### src/rtl/hyst_switch.sv
module hyst_switch #(
  parameter int SAMPLE_W   = 12,
  parameter int CODE_W     = 7,
  parameter int BASE       = 200,
  parameter int STEP       = 8,
  parameter int HYST       = 40,
  parameter int POR_CYCLES = 64
) (
  input  logic                       clk,
  input  logic                       rst_n,
  input  logic                       smp_vld,
  input  logic signed [SAMPLE_W-1:0] smp,
  input  logic [CODE_W-1:0]          thr_code,
  input  logic                       range_neg,
  output logic                       sw_n,
  output logic                       sw_vld
);
  localparam int TW = SAMPLE_W + 2;
  localparam int CW = $clog2(POR_CYCLES + 1);
  localparam logic signed [TW-1:0] BASE_T = TW'(BASE);
  localparam logic signed [TW-1:0] STEP_T = TW'(STEP);
  localparam logic signed [TW-1:0] HYST_T = TW'(HYST);
  localparam logic [CW-1:0]        POR_T  = CW'(POR_CYCLES);

  logic signed [TW-1:0] code_x, mag, op_thr, rel_thr, smp_x;
  logic [CW-1:0]        por_cnt;

  assign code_x  = {{(TW-CODE_W){1'b0}}, thr_code};
  assign mag     = code_x * STEP_T;
  assign op_thr  = range_neg ? BASE_T - mag : BASE_T + mag;
  assign rel_thr = op_thr - HYST_T;
  assign smp_x   = {{(TW-SAMPLE_W){smp[SAMPLE_W-1]}}, smp};

  always_ff @(posedge clk or negedge rst_n) begin
    if (!rst_n) begin
      sw_n <= 1'b1;
    end else if (smp_vld) begin
      if (smp_x > op_thr)       sw_n <= 1'b0;
      else if (smp_x < rel_thr) sw_n <= 1'b1;
    end
  end

  always_ff @(posedge clk or negedge rst_n) begin
    if (!rst_n)              por_cnt <= '0;
    else if (por_cnt != POR_T) por_cnt <= por_cnt + 1'b1;
  end

  assign sw_vld = (por_cnt == POR_T);
endmodule

### config.mk
export PLATFORM = sky130hd
export DESIGN_NAME = hyst_switch
export DESIGN_NICKNAME = d
export VERILOG_FILES = /design/src/rtl/hyst_switch.sv
export SDC_FILE = /design/constraint.sdc
export NUM_CORES = 1
export LEC_CHECK = 0
export BUFFER_PORTS_ARGS = -buffer_cell sky130_fd_sc_hd__buf_2
export CAP_MARGIN = 20
export CORE_UTILIZATION = 55
export CTS_CLUSTER_DIAMETER = 80
export DETAILED_ROUTE_END_ITERATION = 12
export GPL_ROUTABILITY_DRIVEN = 0
export HOLD_SLACK_MARGIN = 0.03
export PLACE_DENSITY = 0.76
export SKIP_LAST_GASP = 1
export SLEW_MARGIN = 15
export SYNTH_ARGS = -nofsm -noshare
export SYNTH_HDL_FRONTEND = slang
export SYNTH_SLANG_ARGS = --single-unit
### constraint.sdc
create_clock -name clk -period 2.46 [get_ports clk]
set_input_delay 0.123 -clock clk [delete_from_list [all_inputs] [get_ports clk]]
set_output_delay 0.123 -clock clk [all_outputs]
set_load 0.005 [all_outputs]
Word level (Yosys, flattened, before mapping)
Index checks and enable logic that the tools add are counted.
{"block": "word_totals", "rom_bits": 0, "mem_count": 0, "output_inout_bits": 2, "latchBits": 0, "in_bits": 23, "wordCells": 15, "regBits": 8, "ramBits": 0}
{"block": "op_classes", "n_addsub": 4, "eq_ne": 2, "n_mux": 3, "bitwise_logic": 0, "shift": 0, "magnitude_cmp": 2, "multipliers": 0, "reduce_logical": 2, "div": 0}
{"cell": "12-bit by 14-bit greater-than comparator with 1-bit output", "count": 1}
{"cell": "12-bit by 14-bit < comparator with 1-bit output", "count": 1}
{"cell": "14-bit 2-to-1 mux", "count": 1}
{"cell": "14-bit by 7-bit subtractor with 14-bit output, second input constant", "count": 1}
{"cell": "8-bit by 10-bit adder with 11-bit output, first input constant", "count": 1}
{"cell": "8-bit by 10-bit subtractor with 11-bit output, first input constant", "count": 1}
{"cell": "7-bit by 1-bit adder with 7-bit output, second input constant", "count": 1}
{"cell": "7-bit equality test, second input constant", "count": 1}
{"cell": "7-bit inequality test, second input constant", "count": 1}
{"cell": "1-bit 2-to-1 mux", "count": 2}
{"cell": "2-bit AND reduction", "count": 1}
{"cell": "2-bit nonzero test", "count": 1}

Longest topological paths before layout
Gate-level depths: netlist of run 1.
{"block": "logic_depth", "ltp_word": 6, "ltp_mapped": 13, "mapped_depth_nobuf": 13}

Least setup slack after synthesis of run 1
OpenSTA, ideal clock, no wires.
{"block": "synth_timing", "kind": "input to register", "startpoint": "input port thr_code[0]", "endpoint": "register sw_n", "setup_slack_ps": -103, "path_stages": 11, "setup_ps": 89, "required_time_ps": 2371, "t_arrival_ps": 2474, "path_buffers": 0, "path_cell_list": "ha_1 > a211o_1 > a211o_2 > o211ai_1 > nor3_1 > a21oi_1 > ha_1 > a21o_1 > a2111oi_0 > a311oi_1 > a211oi_1"}
{"block": "synth_via", "elab_chain_len": 6, "elab_cells_between_ends": 9}
{"element": "start, declared", "line": "13", "text": "input logic [CODE_W-1:0] thr_code,"}
{"element": "8-bit by 10-bit adder with 11-bit output / 8-bit by 10-bit subtractor with 11-bit output (equally long branches)", "line": "30", "text": "assign op_thr = range_neg ? BASE_T - mag : BASE_T + mag;"}
{"element": "14-bit 2-to-1 mux *", "line": "30"}
{"element": "14-bit by 7-bit subtractor with 14-bit output", "line": "31", "text": "assign rel_thr = op_thr - HYST_T;"}
{"element": "12-bit by 14-bit < comparator with 1-bit output", "line": "39", "text": "else if (smp_x < rel_thr) sw_n <= 1'b1;"}
{"element": "2-bit nonzero test (no line)"}
{"element": "2-bit AND reduction (no line)"}
{"element": "end signal, assigned", "line": "36", "text": "sw_n <= 1'b1;"}
{"element": "end signal, assigned", "line": "38", "text": "if (smp_x > op_thr) sw_n <= 1'b0;"}
{"element": "end signal, assigned", "line": "39"}
{"element": "end, declared", "line": "15", "text": "output logic sw_n,"}
Mark *: on every way between the ends. The rest lies on a longest branch, timed or not.
A chain may end at the register's enable or synchronous reset.

Final worst setup path of run 1
{"block": "layout_timing", "startpoint": "input port thr_code[1]", "endpoint": "register sw_n"}
The elaborated chain is that of the path after synthesis.

==> impl_metrics.sql, run 1 <==
INSERT INTO impl_metrics (metric_group, metric, value, unit) VALUES
('run_status', 'run_status', 'finished with violations', ''),
('run_status', 'violated_checks', 'negative setup slack', ''),
('hold_path', 'hold_class', 'input port to asynchronous set/reset pin', ''),
('yosys', 'yosysTopAreaCellShare', '24.32', '%'),
('routing', 'detail_route.vias_per_cell', '5.711', ''),
('layout', 'num-fill-cells', '158', ''),
('power_and_ir_drop', 'leakagePower', '0.8865', 'nW'),
('layout', 'layout-drive-gt1-share', '38.16', '%'),
('layout', 'post-route-util', '80.15', '%'),
('worst_setup_path', 'cp_cell_sequence', 'buf_4 -> inv_1 -> ha_1 -> nand2b_1 -> a2111o_1 -> o211ai_1 -> nor3_2 -> a21oi_2 -> ha_1 -> a21o_1 -> a2111oi_4 -> a311oi_1 -> a211oi_2', ''),
('routing', 'wirelength', '3.453', 'mm'),
('clock_tree', 'clock_tree.root_cell', 'sky130_fd_sc_hd__clkbuf_4', ''),
('clock_tree', 'h-tree-depth', '1', ''),
('timing', 'finalHoldViolCount', '0', ''),
('layout', 'finalNetCount', '256', ''),
('timing', 'slew_headroom', '64.75', '%'),
('timing', 'finClkSkew', '0.003673', 'ns'),
('layout', 'count_of_antenna_diodes_in_the_layout', '0', ''),
('routing', 'detailedRoute.firstPassIterationCount', '6', ''),
('power_and_ir_drop', 'ir_drop', '0.2609', 'mV'),
('clock_tree', 'cts.clk_slew.worst_paths', '0.06', 'ns'),
('worst_setup_path', 'cp_slowest_stage_delay', '0.43', 'ns'),
('power_and_ir_drop', 'p_per_cell_area', '338.0', 'nW/um^2'),
('timing', 'layout_setup_ws', '-0.04715', 'ns'),
('floorplanning', 'dieHeight', '50.36', 'um'),
('worst_setup_path', 'timing.critical_path.to_type', 'register', ''),
('routing', 'number_of_drc_markers_in_iteration_0', '26', ''),
('worst_setup_path', 'worstReg2RegEnd', 'por_cnt[1]', ''),
('yosys', 'syn-num-nets', '198', ''),
('yosys', 'synthesis.yosys.warnings', '0', ''),
('worst_setup_path', 'critical_path.most_common_cell', 'sky130_fd_sc_hd__ha_1', ''),
('worst_setup_path', 'rrSetupSlack', '0.78', 'ns'),
('timing', 'final_max_slew_viol_count', '0', ''),
('clock_tree', 'cts_buffer_depth', '2', ''),
('worst_setup_path', 'path_delay_family', 'compound AO/OA/AOI/OAI gates', ''),
('floorplanning', 'die_area', '2536', 'um^2'),
('timing', 'max_freq', '398.9', 'MHz'),
('placed_design', 'place.detailed.hpwl', '2.621', 'mm'),
('yosys', 'synth_edf_count', '0', ''),
('worst_setup_path', 'crit-reg2reg-launch', 'por_cnt[0]', ''),
('worst_setup_path', 'worst_reg_to_reg_path_cell_count', '5', ''),
('global_route', 'grt_max_degree', '12', ''),
('worst_setup_path', 'timing.setup.critical_path_class', 'input port to register', ''),
('global_route', 'grt_pass1_vias', '1269', ''),
('floorplanning', 'start_util', '58.14', '%'),
('clock_tree', 'cts_inserted_buffers', '3', ''),
('global_route', 'overflow_after_grt', '0', ''),
('placed_design', 'buffer_ports.inserted', '24', ''),
('power_and_ir_drop', 'totalPowerFinal', '599.3', 'uW'),
('job', 'max_cap_viol_count', '0', ''),
('yosys', 'post_synth_main_area_contributors', 'sky130_fd_sc_hd__ha_1 (24%), sky130_fd_sc_hd__dfrtp_1 (14%), sky130_fd_sc_hd__xnor2_1 (6.8%)', ''),
('yosys', 'synth_cell_type_count', '48', ''),
('layout', 'layout.cells.most_common_list', 'sky130_fd_sc_hd__buf_4 (32), sky130_fd_sc_hd__ha_1 (23), sky130_fd_sc_hd__buf_2 (23)', ''),
('yosys', 'netlist.top_cell.by_area', 'sky130_fd_sc_hd__ha_1', ''),
('floorplanning', 'ioPinCount', '25', ''),
('yosys', 'sequential_cell_area_fraction_in_the_yosys_report', '15.66', '%'),
('yosys', 'synth.ff_latch_count', '8', ''),
('global_route', 'initial_antenna_violation_count', '0', ''),
('worst_setup_path', 'crit_path_start', 'thr_code[1]', ''),
('timing', 'finalSetupViolations', '1', ''),
('worst_setup_path', 'crit_arrival', '2.69', 'ns'),
('worst_setup_path', 'worstPathMaxFanout', '5', ''),
('global_route', 'global_route.usage.met2', '50.89', '%'),
('clock_tree', 'clock_insertion_delay_worst_skew', '0.26', 'ns'),
('global_route', 'grtUsageMet3', '5.152', '%'),
('global_route', 'grt-busiest-layer', 'met2', ''),
('routing', 'avgRoutedWirePerCell', '14.69', 'um'),
('layout', 'layout.cells.most_common', 'sky130_fd_sc_hd__buf_4', ''),
('floorplanning', 'horiz_die_dim', '50.36', 'um'),
('yosys', 'synth.cell_area', '1286', 'um^2'),
('floorplanning', 'rows', '17', '');
through the flow:
step	setup TNS, ns	hold WS, ns	instances	area [um^2]	setup slack [ns]
3_3_place_gp	-0.3284	-0.03535	225	1624	-0.3284
3_5_place_dp	-0.3845	-0.02903	225	1624	-0.3845
4_1_cts	0	0.2234	234	1750	0.03177
5_1_grt	-0.1988	0.2399	235	1773	-0.1988
6_report	-0.04715	0.2289	235	1773	-0.04715
2_1_floorplan	0	-0.1726	150	1300	0.003905
registers in the layout (all words and copies together), names as in the netlist:
register	cells
por_cnt	7
sw_n	1
area by class of cell:
type | instances | area (um^2) | share of cell area [%]
inverter | 14 | 52.55 | 2.964
tap | 28 | 35.03 | 1.976
clock buffer | 4 | 26.28 | 1.482
multi-input combinational | 125 | 1092 | 61.61
timing repair buffer | 56 | 365.4 | 20.61
sequential | 8 | 201.4 | 11.36
per-layer routing:
| metal | share of wire [%] | vias up |
|---|---|---|
| met2 | 49 | 40 |
| met4 | 3.2 | 0 |
| met3 | 3.6 | 14 |
| met5 | 0 | - |
| met1 | 44 | 622 |
| li1 | - | 666 |
cells by family after synthesis:
group                      synth area share (%)
buffers and inverters                     6.128
muxes                                     1.654
xor gates and xnor gates                  8.852
DFF                                       15.66
AOI/OAI and AO/OA                         21.40
adders and majority gates                 25.19
and+or+nand+nor                           21.11
worst register-to-register path: cells and delay by family, from the launching register on:
kind / cells / cell delay (ns)
and+or+nand+nor: 2 / 0.52
DFF: 1 / 0.43
muxes: 1 / 0.39
adders and majority gates: 1 / 0.14
buffers and inverters: 1 / 0.08
report_power, final:
group / switching, mW / internal [mW] / leakage (nW)
clock: 0.0497 / 0.0624 / 0.0150
sequential: 0.00178 / 0.137 / 0.0937
combinational: 0.174 / 0.174 / 0.778
total: 0.225 / 0.374 / 0.886
synthesized netlist by cell type, drive strengths merged, types with 4 or more instances:
cell,count
a21o,5
a21oi,11
xnor2,10
nor2,5
and3,4
inv,14
ha,25
nor2b,5
nand2,7
nand3,6
nor3,5
a211oi,4
dfrtp,7
timing repair:
item                                    4_1_cts  5_1_grt
hold buffers                                  1        0
pin swaps                                     9        4
setup buffers                                 4        1
endpoints found under the hold margin         8        0
gates resized for setup                      10        4
endpoints found under the setup margin        1        1
worst max-delay path by stage:
stage                      end  slack (ns)  cells past startpoint
after floorplan           sw_n       0.004                     12
after global placement    sw_n       -0.33                     13
after detailed placement  sw_n       -0.38                     13
after CTS                 sw_n        0.03                     13
after global routing      sw_n       -0.20                     13
final                     sw_n       -0.05                     13
(Power assumes the default switching activity.)
==> run 2: changes to the inputs <==
--- a/config.mk
+++ b/config.mk
@@ -13,6 +13,7 @@
 export GPL_ROUTABILITY_DRIVEN = 0
 export HOLD_SLACK_MARGIN = 0.03
 export PLACE_DENSITY = 0.76
+export SKIP_CTS_REPAIR_TIMING = 1
 export SKIP_LAST_GASP = 1
 export SLEW_MARGIN = 15
 export SYNTH_ARGS = -nofsm -noshare
==> run 2 against run 1 <==
Compared with the run above: register-to-register slack worse by 0.10 ns; the run still ends with negative setup slack left; highest routed layer unchanged; sequential share of layout area is 0.59 points lower; power up 5.2%; global-route usage fell by 2.6 points; fmax fell by 2.2%; critical path depth is the same; critical endpoint unchanged.
==> impl_metrics.sql, run 2 (synthesis results as in run 1) <==
INSERT INTO impl_metrics (metric_group, metric, value, unit) VALUES
('global_route', 'first_pass_grt_wire_length', '5.030', 'mm'),
('routing', 'detail_route.vias_per_cell', '5.840', ''),
('timing', 'timing.final.crit_period', '2.563', 'ns'),
('power_and_ir_drop', 'p_per_cell_area', '337.1', 'nW/um^2'),
('clock_tree', 'cts_buffer_depth', '2', ''),
('timing', 'slew_headroom', '62.12', '%'),
('floorplanning', 'design.core.area', '2212', 'um^2'),
('layout', 'areaGrowthSynthToFinish', '45.43', '%'),
('layout', 'registers.top_by_ff_count', 'por_cnt', ''),
('routing', 'drc_errors', '0', ''),
('placed_design', 'place.detailed.hpwl', '2.621', 'mm'),
('layout', 'layout.cells.most_common', 'sky130_fd_sc_hd__buf_4', ''),
('layout', 'num-fill-cells', '132', ''),
('clock_tree', 'h-tree-depth', '1', ''),
('power_and_ir_drop', 'ir_drop', '0.3032', 'mV'),
('clock_tree', 'clock_tree.root_cell', 'sky130_fd_sc_hd__clkbuf_4', ''),
('global_route', 'initial_antenna_violation_count', '0', ''),
('worst_setup_path', 'critPathLaunchType', 'input port', ''),
('run_status', 'run_status', 'finished with violations', ''),
('global_route', 'overflow_after_grt', '0', ''),
('hold_path', 'hold_class', 'input port to asynchronous set/reset pin', ''),
('layout', 'final_cells', '237', ''),
('global_route', 'grt_pass1_vias', '1219', ''),
('timing', 'finalSetupViolations', '1', ''),
('timing', 'finalHoldViolCount', '0', ''),
('run_status', 'violated_checks', 'negative setup slack', ''),
('floorplanning', 'horiz_die_dim', '50.36', 'um'),
('routing', 'ant_nets', '0', ''),
('floorplanning', 'die_area', '2536', 'um^2'),
('job', 'max_cap_viol_count', '0', ''),
('timing', 'worst_hold_slack', '0.2253', 'ns'),
('floorplanning', 'start_util', '58.14', '%'),
('layout', 'layout-drive-gt1-share', '44.02', '%'),
('clock_tree', 'cts.clk_slew.worst_paths', '0.06', 'ns'),
('floorplanning', 'dieHeight', '50.36', 'um'),
('clock_tree', 'clock_insertion_delay_worst_skew', '0.26', 'ns'),
('worst_setup_path', 'timing.setup.critical_path_class', 'input port to register', ''),
('power_and_ir_drop', 'leakagePower', '0.9086', 'nW'),
('worst_setup_path', 'timing.critical_path.to_type', 'register', ''),
('layout', 'finalNetCount', '258', ''),
('routing', 'via_count', '1384', ''),
('global_route', 'grt_max_degree', '12', ''),
('routing', 'avgRoutedWirePerCell', '15.51', 'um'),
('global_route', 'grt.total_usage', '25.77', '%'),
('timing', 'layout_setup_ws', '-0.1032', 'ns'),
('power_and_ir_drop', 'combPwrFrac', '60.1', '%'),
('worst_setup_path', 'worstPathMaxFanout', '4', ''),
('layout', 'largest_register_ff_count', '7', ''),
('timing', 'final_max_slew_viol_count', '0', ''),
('power_and_ir_drop', 'seqPwrFrac', '22.1', '%'),
('floorplanning', 'rows', '17', ''),
('timing', 'grt_setup_unrepaired', 'true', ''),
('clock_tree', 'cts_tree', 'done', ''),
('floorplanning', 'ioPinCount', '25', ''),
('timing', 'finClkSkew', '0.006448', 'ns'),
('placed_design', 'buffer_ports.inserted', '24', ''),
('routing', 'wirelength', '3.676', 'mm'),
('routing', 'detailedRoute.firstPassIterationCount', '4', ''),
('layout', 'count_of_antenna_diodes_in_the_layout', '0', ''),
('worst_setup_path', 'crit_arrival', '2.74', 'ns'),
('power_and_ir_drop', 'sw_frac_of_total', '38.19', '%'),
('layout', 'regs_by_ff_count', 'por_cnt: 7 flops, sw_n: 1 flops', ''),
('timing', 'max_freq', '390.1', 'MHz'),
('placed_design', 'placedCellCount', '225', ''),
('power_and_ir_drop', 'clkPwrFrac', '17.8', '%'),
('timing', 'final.period_utilization', '104.2', '%'),
('routing', 'number_of_drc_markers_in_iteration_0', '38', ''),
('layout', 'post-route-util', '84.56', '%'),
('worst_setup_path', 'critPathRequiredTime', '2.64', 'ns'),
('clock_tree', 'number_of_clock_sinks', '8', ''),
('power_and_ir_drop', 'totalPowerFinal', '630.6', 'uW'),
('power_and_ir_drop', 'p_int', '389.8', 'uW'),
('clock_tree', 'cts_inserted_buffers', '3', ''),
('layout', 'layout.cells.most_common_list', 'sky130_fd_sc_hd__buf_4 (32), sky130_fd_sc_hd__ha_1 (23), sky130_fd_sc_hd__buf_2 (22)', ''),
('power_and_ir_drop', 'netSwitchingPower', '240.9', 'uW'),
('timing', 'worstMarginPinSlew', '0.5638', 'ns');
## run 2: cell types whose count changed in the layout (fill, tap and decap cells not counted), sizes merged
cell and delta:
buf +2
## run 2: worst paths after layout
| kind | slack, ns | start | endpoint | depth (start not counted) |
|---|---|---|---|---|
| worst max-delay path | -0.10 | thr_code[2] | sw_n | 13 |
| worst min-delay path | 0.23 | rst_n | por_cnt[5] | 2 |
| worst max register to register | 0.68 | por_cnt[0] | por_cnt[1] | 5 |
| worst min register to register | 0.50 | por_cnt[6] | por_cnt[6] | 1 |
| max in group asynchronous | 1.99 | rst_n | sw_n | 2 |
| min in group clk | 0.26 | smp[8] | sw_n | 3 |
## run 2: layout make-up
cell class	instances	area, um^2	share of cell area [%]
Multi-Input combinational cell	125	1157	61.87
Sequential cell	8	201.4	10.77
Timing Repair Buffer	58	397.9	21.27
Tap cell	28	35.03	1.873
Inverter	14	52.55	2.809
Clock buffer	4	26.28	1.405
## run 2: power by group through the flow
stage | Clock, mW | Combinational, mW | Sequential, mW
6_report | 0.112 | 0.379 | 0.139
2_1_floorplan | 0 | 0.179 | 0.141
5_1_grt | 0.120 | 0.418 | 0.139
3_3_place_gp | 0 | 0.285 | 0.141
3_5_place_dp | 0 | 0.300 | 0.141
4_1_cts | 0.113 | 0.302 | 0.139
## run 2: critical path: stages
cell,delay (ns)
sky130_fd_sc_hd__buf_2,0.12
sky130_fd_sc_hd__ha_1,0.21
sky130_fd_sc_hd__a211oi_2,0.27
sky130_fd_sc_hd__a2111o_1,0.20
sky130_fd_sc_hd__o211ai_1,0.16
sky130_fd_sc_hd__buf_4,0.18
sky130_fd_sc_hd__nor4_4,0.32
sky130_fd_sc_hd__xor2_1,0.14
sky130_fd_sc_hd__ha_1,0.20
sky130_fd_sc_hd__a21o_1,0.20
sky130_fd_sc_hd__a2111oi_4,0.30
sky130_fd_sc_hd__a311oi_2,0.16
sky130_fd_sc_hd__a211oi_2,0.16
## run 2: routing by layer
| metal | global-route usage (%) | vias up | share of wire (%) |
|---|---|---|---|
| li1 | - | 674 | - |
| met1 | 31.56 | 667 | 45 |
| met2 | 46.00 | 33 | 50 |
| met3 | 3.939 | 10 | 3.0 |
| met4 | 7.407 | 0 | 2.1 |
| met5 | 0 | - | 0 |
## run 2: stage by stage
| step | area (um^2) | TNS, ns | worst slack (ns) |
|---|---|---|---|
| final | 1871 | -0.1032 | -0.1032 |
| after CTS | 1650 | -0.1276 | -0.1276 |
| after global routing | 1871 | -0.2161 | -0.2161 |
| after detailed placement | 1624 | -0.3845 | -0.3845 |
| after global placement | 1624 | -0.3284 | -0.3284 |
| after floorplan | 1300 | 0 | 0.003905 |
==> run 3: changes to the inputs <==
--- a/config.mk
+++ b/config.mk
@@ -7,12 +7,12 @@
 export LEC_CHECK = 0
 export BUFFER_PORTS_ARGS = -buffer_cell sky130_fd_sc_hd__buf_2
 export CAP_MARGIN = 20
-export CORE_UTILIZATION = 55
+export CORE_UTILIZATION = 40
 export CTS_CLUSTER_DIAMETER = 80
 export DETAILED_ROUTE_END_ITERATION = 12
 export GPL_ROUTABILITY_DRIVEN = 0
 export HOLD_SLACK_MARGIN = 0.03
-export PLACE_DENSITY = 0.76
+export PLACE_DENSITY = 0.57
 export SKIP_CTS_REPAIR_TIMING = 1
 export SKIP_LAST_GASP = 1
 export SLEW_MARGIN = 15
==> run 3 against run 2 <==
Compared with the run above: the flow now finishes without violations; core utilization shrank 24 points; via count shrank 5.3%; worst setup slack improved by 0.15 ns; combinational power is 6.3% lower; largest power group unchanged.
==> impl_metrics.sql, run 3 (synthesis results as in run 1) <==
INSERT INTO impl_metrics (metric_group, metric, value, unit) VALUES
('run_status', 'run_status', 'completed', ''),
('layout', 'layout-drive-gt1-share', '41.55', '%'),
('clock_tree', 'number_of_clock_sinks', '8', ''),
('routing', 'via_count', '1311', ''),
('floorplanning', 'design.core.area', '3053', 'um^2'),
('clock_tree', 'cts.clk_slew.worst_paths', '0.06', 'ns'),
('floorplanning', 'horiz_die_dim', '58.71', 'um'),
('routing', 'met3_wirelength', '59', 'um'),
('worst_setup_path', 'worstPathMaxFanout', '5', ''),
('floorplanning', 'ioPinCount', '25', ''),
('placed_design', 'dp_worst_setup_slack', '-0.4158', 'ns'),
('timing', 'worstMarginPinSlew', '0.5345', 'ns'),
('timing', 'finalHoldViolCount', '0', ''),
('layout', 'layout.cells.most_common_list', 'sky130_fd_sc_hd__buf_4 (31), sky130_fd_sc_hd__ha_1 (22), sky130_fd_sc_hd__buf_2 (22)', ''),
('layout', 'areaGrowthSynthToFinish', '43.00', '%'),
('timing', 'grt_setup_unrepaired', 'true', ''),
('floorplanning', 'rows', '20', ''),
('routing', 'routed_length_on_met1', '1.485', 'mm'),
('clock_tree', 'cts_inserted_buffers', '3', ''),
('timing', 'final.period_utilization', '98.17', '%'),
('routing', 'ant_nets', '0', ''),
('layout', 'count_of_antenna_diodes_in_the_layout', '0', ''),
('global_route', 'overflow_after_grt', '0', ''),
('routing', 'maxUsedRoutingLayer', 'met3', ''),
('worst_setup_path', 'timing.setup.critical_path_class', 'input port to register', ''),
('placed_design', 'buffer_ports.inserted', '24', ''),
('global_route', 'grt_pass1_vias', '1320', ''),
('timing', 'finalSetupViolations', '0', ''),
('layout', 'largest_register_ff_count', '7', ''),
('power_and_ir_drop', 'leakagePower', '0.8925', 'nW'),
('floorplanning', 'die_area', '3446', 'um^2'),
('timing', 'final_max_slew_viol_count', '0', ''),
('timing', 'timing.final.crit_period', '2.415', 'ns'),
('clock_tree', 'h-tree-depth', '1', ''),
('worst_setup_path', 'critPathRequiredTime', '2.63', 'ns'),
('clock_tree', 'clock_insertion_delay_worst_skew', '0.26', 'ns'),
('clock_tree', 'clock_tree.root_cell', 'sky130_fd_sc_hd__clkbuf_4', ''),
('layout', 'num-fill-cells', '299', ''),
('routing', 'drc_errors', '0', ''),
('job', 'max_cap_viol_count', '0', ''),
('routing', 'wirelength', '3.278', 'mm'),
('timing', 'max_freq', '414.1', 'MHz'),
('power_and_ir_drop', 'p_per_cell_area', '328.2', 'nW/um^2'),
('power_and_ir_drop', 'ir_drop', '0.1102', 'mV'),
('global_route', 'grt.total_usage', '19.98', '%'),
('clock_tree', 'cts_buffer_depth', '2', ''),
('timing', 'layout_setup_ws', '0.04512', 'ns'),
('worst_setup_path', 'timing.critical_path.to_type', 'register', ''),
('worst_setup_path', 'critPathLaunchType', 'input port', ''),
('floorplanning', 'dieHeight', '58.71', 'um'),
('global_route', 'grt_max_degree', '11', ''),
('global_route', 'initial_antenna_violation_count', '0', ''),
('routing', 'route.met2.wl', '1.733', 'mm'),
('layout', 'layout.cells.most_common', 'sky130_fd_sc_hd__buf_4', ''),
('layout', 'regs_by_ff_count', 'por_cnt: 7 flops, sw_n: 1 flops', ''),
('routing', 'number_of_drc_markers_in_iteration_0', '51', ''),
('layout', 'multiInputGateArea', '1125', 'um^2'),
('layout', 'registers.top_by_ff_count', 'por_cnt', ''),
('layout', 'ff_latch_area', '201.4', 'um^2'),
('worst_setup_path', 'crit_arrival', '2.59', 'ns'),
('power_and_ir_drop', 'totalPowerFinal', '603.6', 'uW'),
('timing', 'finClkSkew', '0.005567', 'ns'),
('routing', 'detailedRoute.firstPassIterationCount', '2', ''),
('routing', 'avgRoutedWirePerCell', '13.06', 'um'),
('placed_design', 'place.detailed.hpwl', '2.659', 'mm'),
('global_route', 'first_pass_grt_wire_length', '5.423', 'mm'),
('hold_path', 'hold_class', 'input port to asynchronous set/reset pin', ''),
('floorplanning', 'start_util', '42.13', '%'),
('routing', 'detail_route.vias_per_cell', '5.223', ''),
('layout', 'finalNetCount', '256', ''),
('clock_tree', 'cts_tree', 'done', ''),
('timing', 'slew_headroom', '64.09', '%');
[run 3: layer usage]
metal	GRT usage (%)	vias to the layer above
li1	-	669
met1	24.66	623
met2	36.95	19
met3	1.978	0
met4	5.102	0
met5	0	-
[run 3: final timing paths]
path                                   from          to  slack [ns]  cells past startpoint
worst max register to register   por_cnt[0]  por_cnt[1]        0.71                      5
worst min register to register   por_cnt[6]  por_cnt[6]        0.49                      1
worst min-delay path                  rst_n  por_cnt[4]        0.23                      2
max in group asynchronous             rst_n        sw_n        1.99                      2
worst max-delay path            thr_code[1]        sw_n        0.05                     13
min in group clk                     smp[8]        sw_n        0.24                      3
[run 3: through the flow]
| stage | hold WS, ns | TNS (ns) | std cells | area [um^2] | utilization [%] |
|---|---|---|---|---|---|
| after global routing | 0.2403 | -0.09967 | 251 | 1839 | 60.25 |
| after floorplan | -0.1726 | 0 | 150 | 1300 | - |
| after CTS | -0.3028 | -0.1571 | 245 | 1670 | 54.71 |
| final | 0.2303 | 0 | 251 | 1839 | 60.25 |
| after global placement | -0.03131 | -0.3823 | 241 | 1644 | 53.85 |
| after detailed placement | -0.02639 | -0.4158 | 241 | 1644 | 53.85 |
[run 3: worst max-delay path, stage by stage]
cell and delay (ns):
sky130_fd_sc_hd__buf_8 0.11, sky130_fd_sc_hd__ha_4 0.15, sky130_fd_sc_hd__a211o_1 0.32, sky130_fd_sc_hd__a211o_2 0.30
sky130_fd_sc_hd__o211ai_1 0.17, sky130_fd_sc_hd__buf_4 0.18, sky130_fd_sc_hd__nor4_2 0.04, sky130_fd_sc_hd__xor2_1 0.16
sky130_fd_sc_hd__ha_2 0.20, sky130_fd_sc_hd__a21o_1 0.21, sky130_fd_sc_hd__a2111oi_4 0.31, sky130_fd_sc_hd__a311oi_2 0.15
sky130_fd_sc_hd__a211oi_2 0.16
[run 3: report_power, final]
group          internal [mW]  switching [mW]
clock network         0.0622          0.0476
registers              0.137         0.00200
logic                  0.180           0.175
[run 3: final cells by class]
class,instances,area share (%)
inverter,14,2.857
timing repair buffer,56,20.61
tap,44,2.993
clock buffer,4,1.429
sequential,8,10.95
multi-input combinational,125,61.16
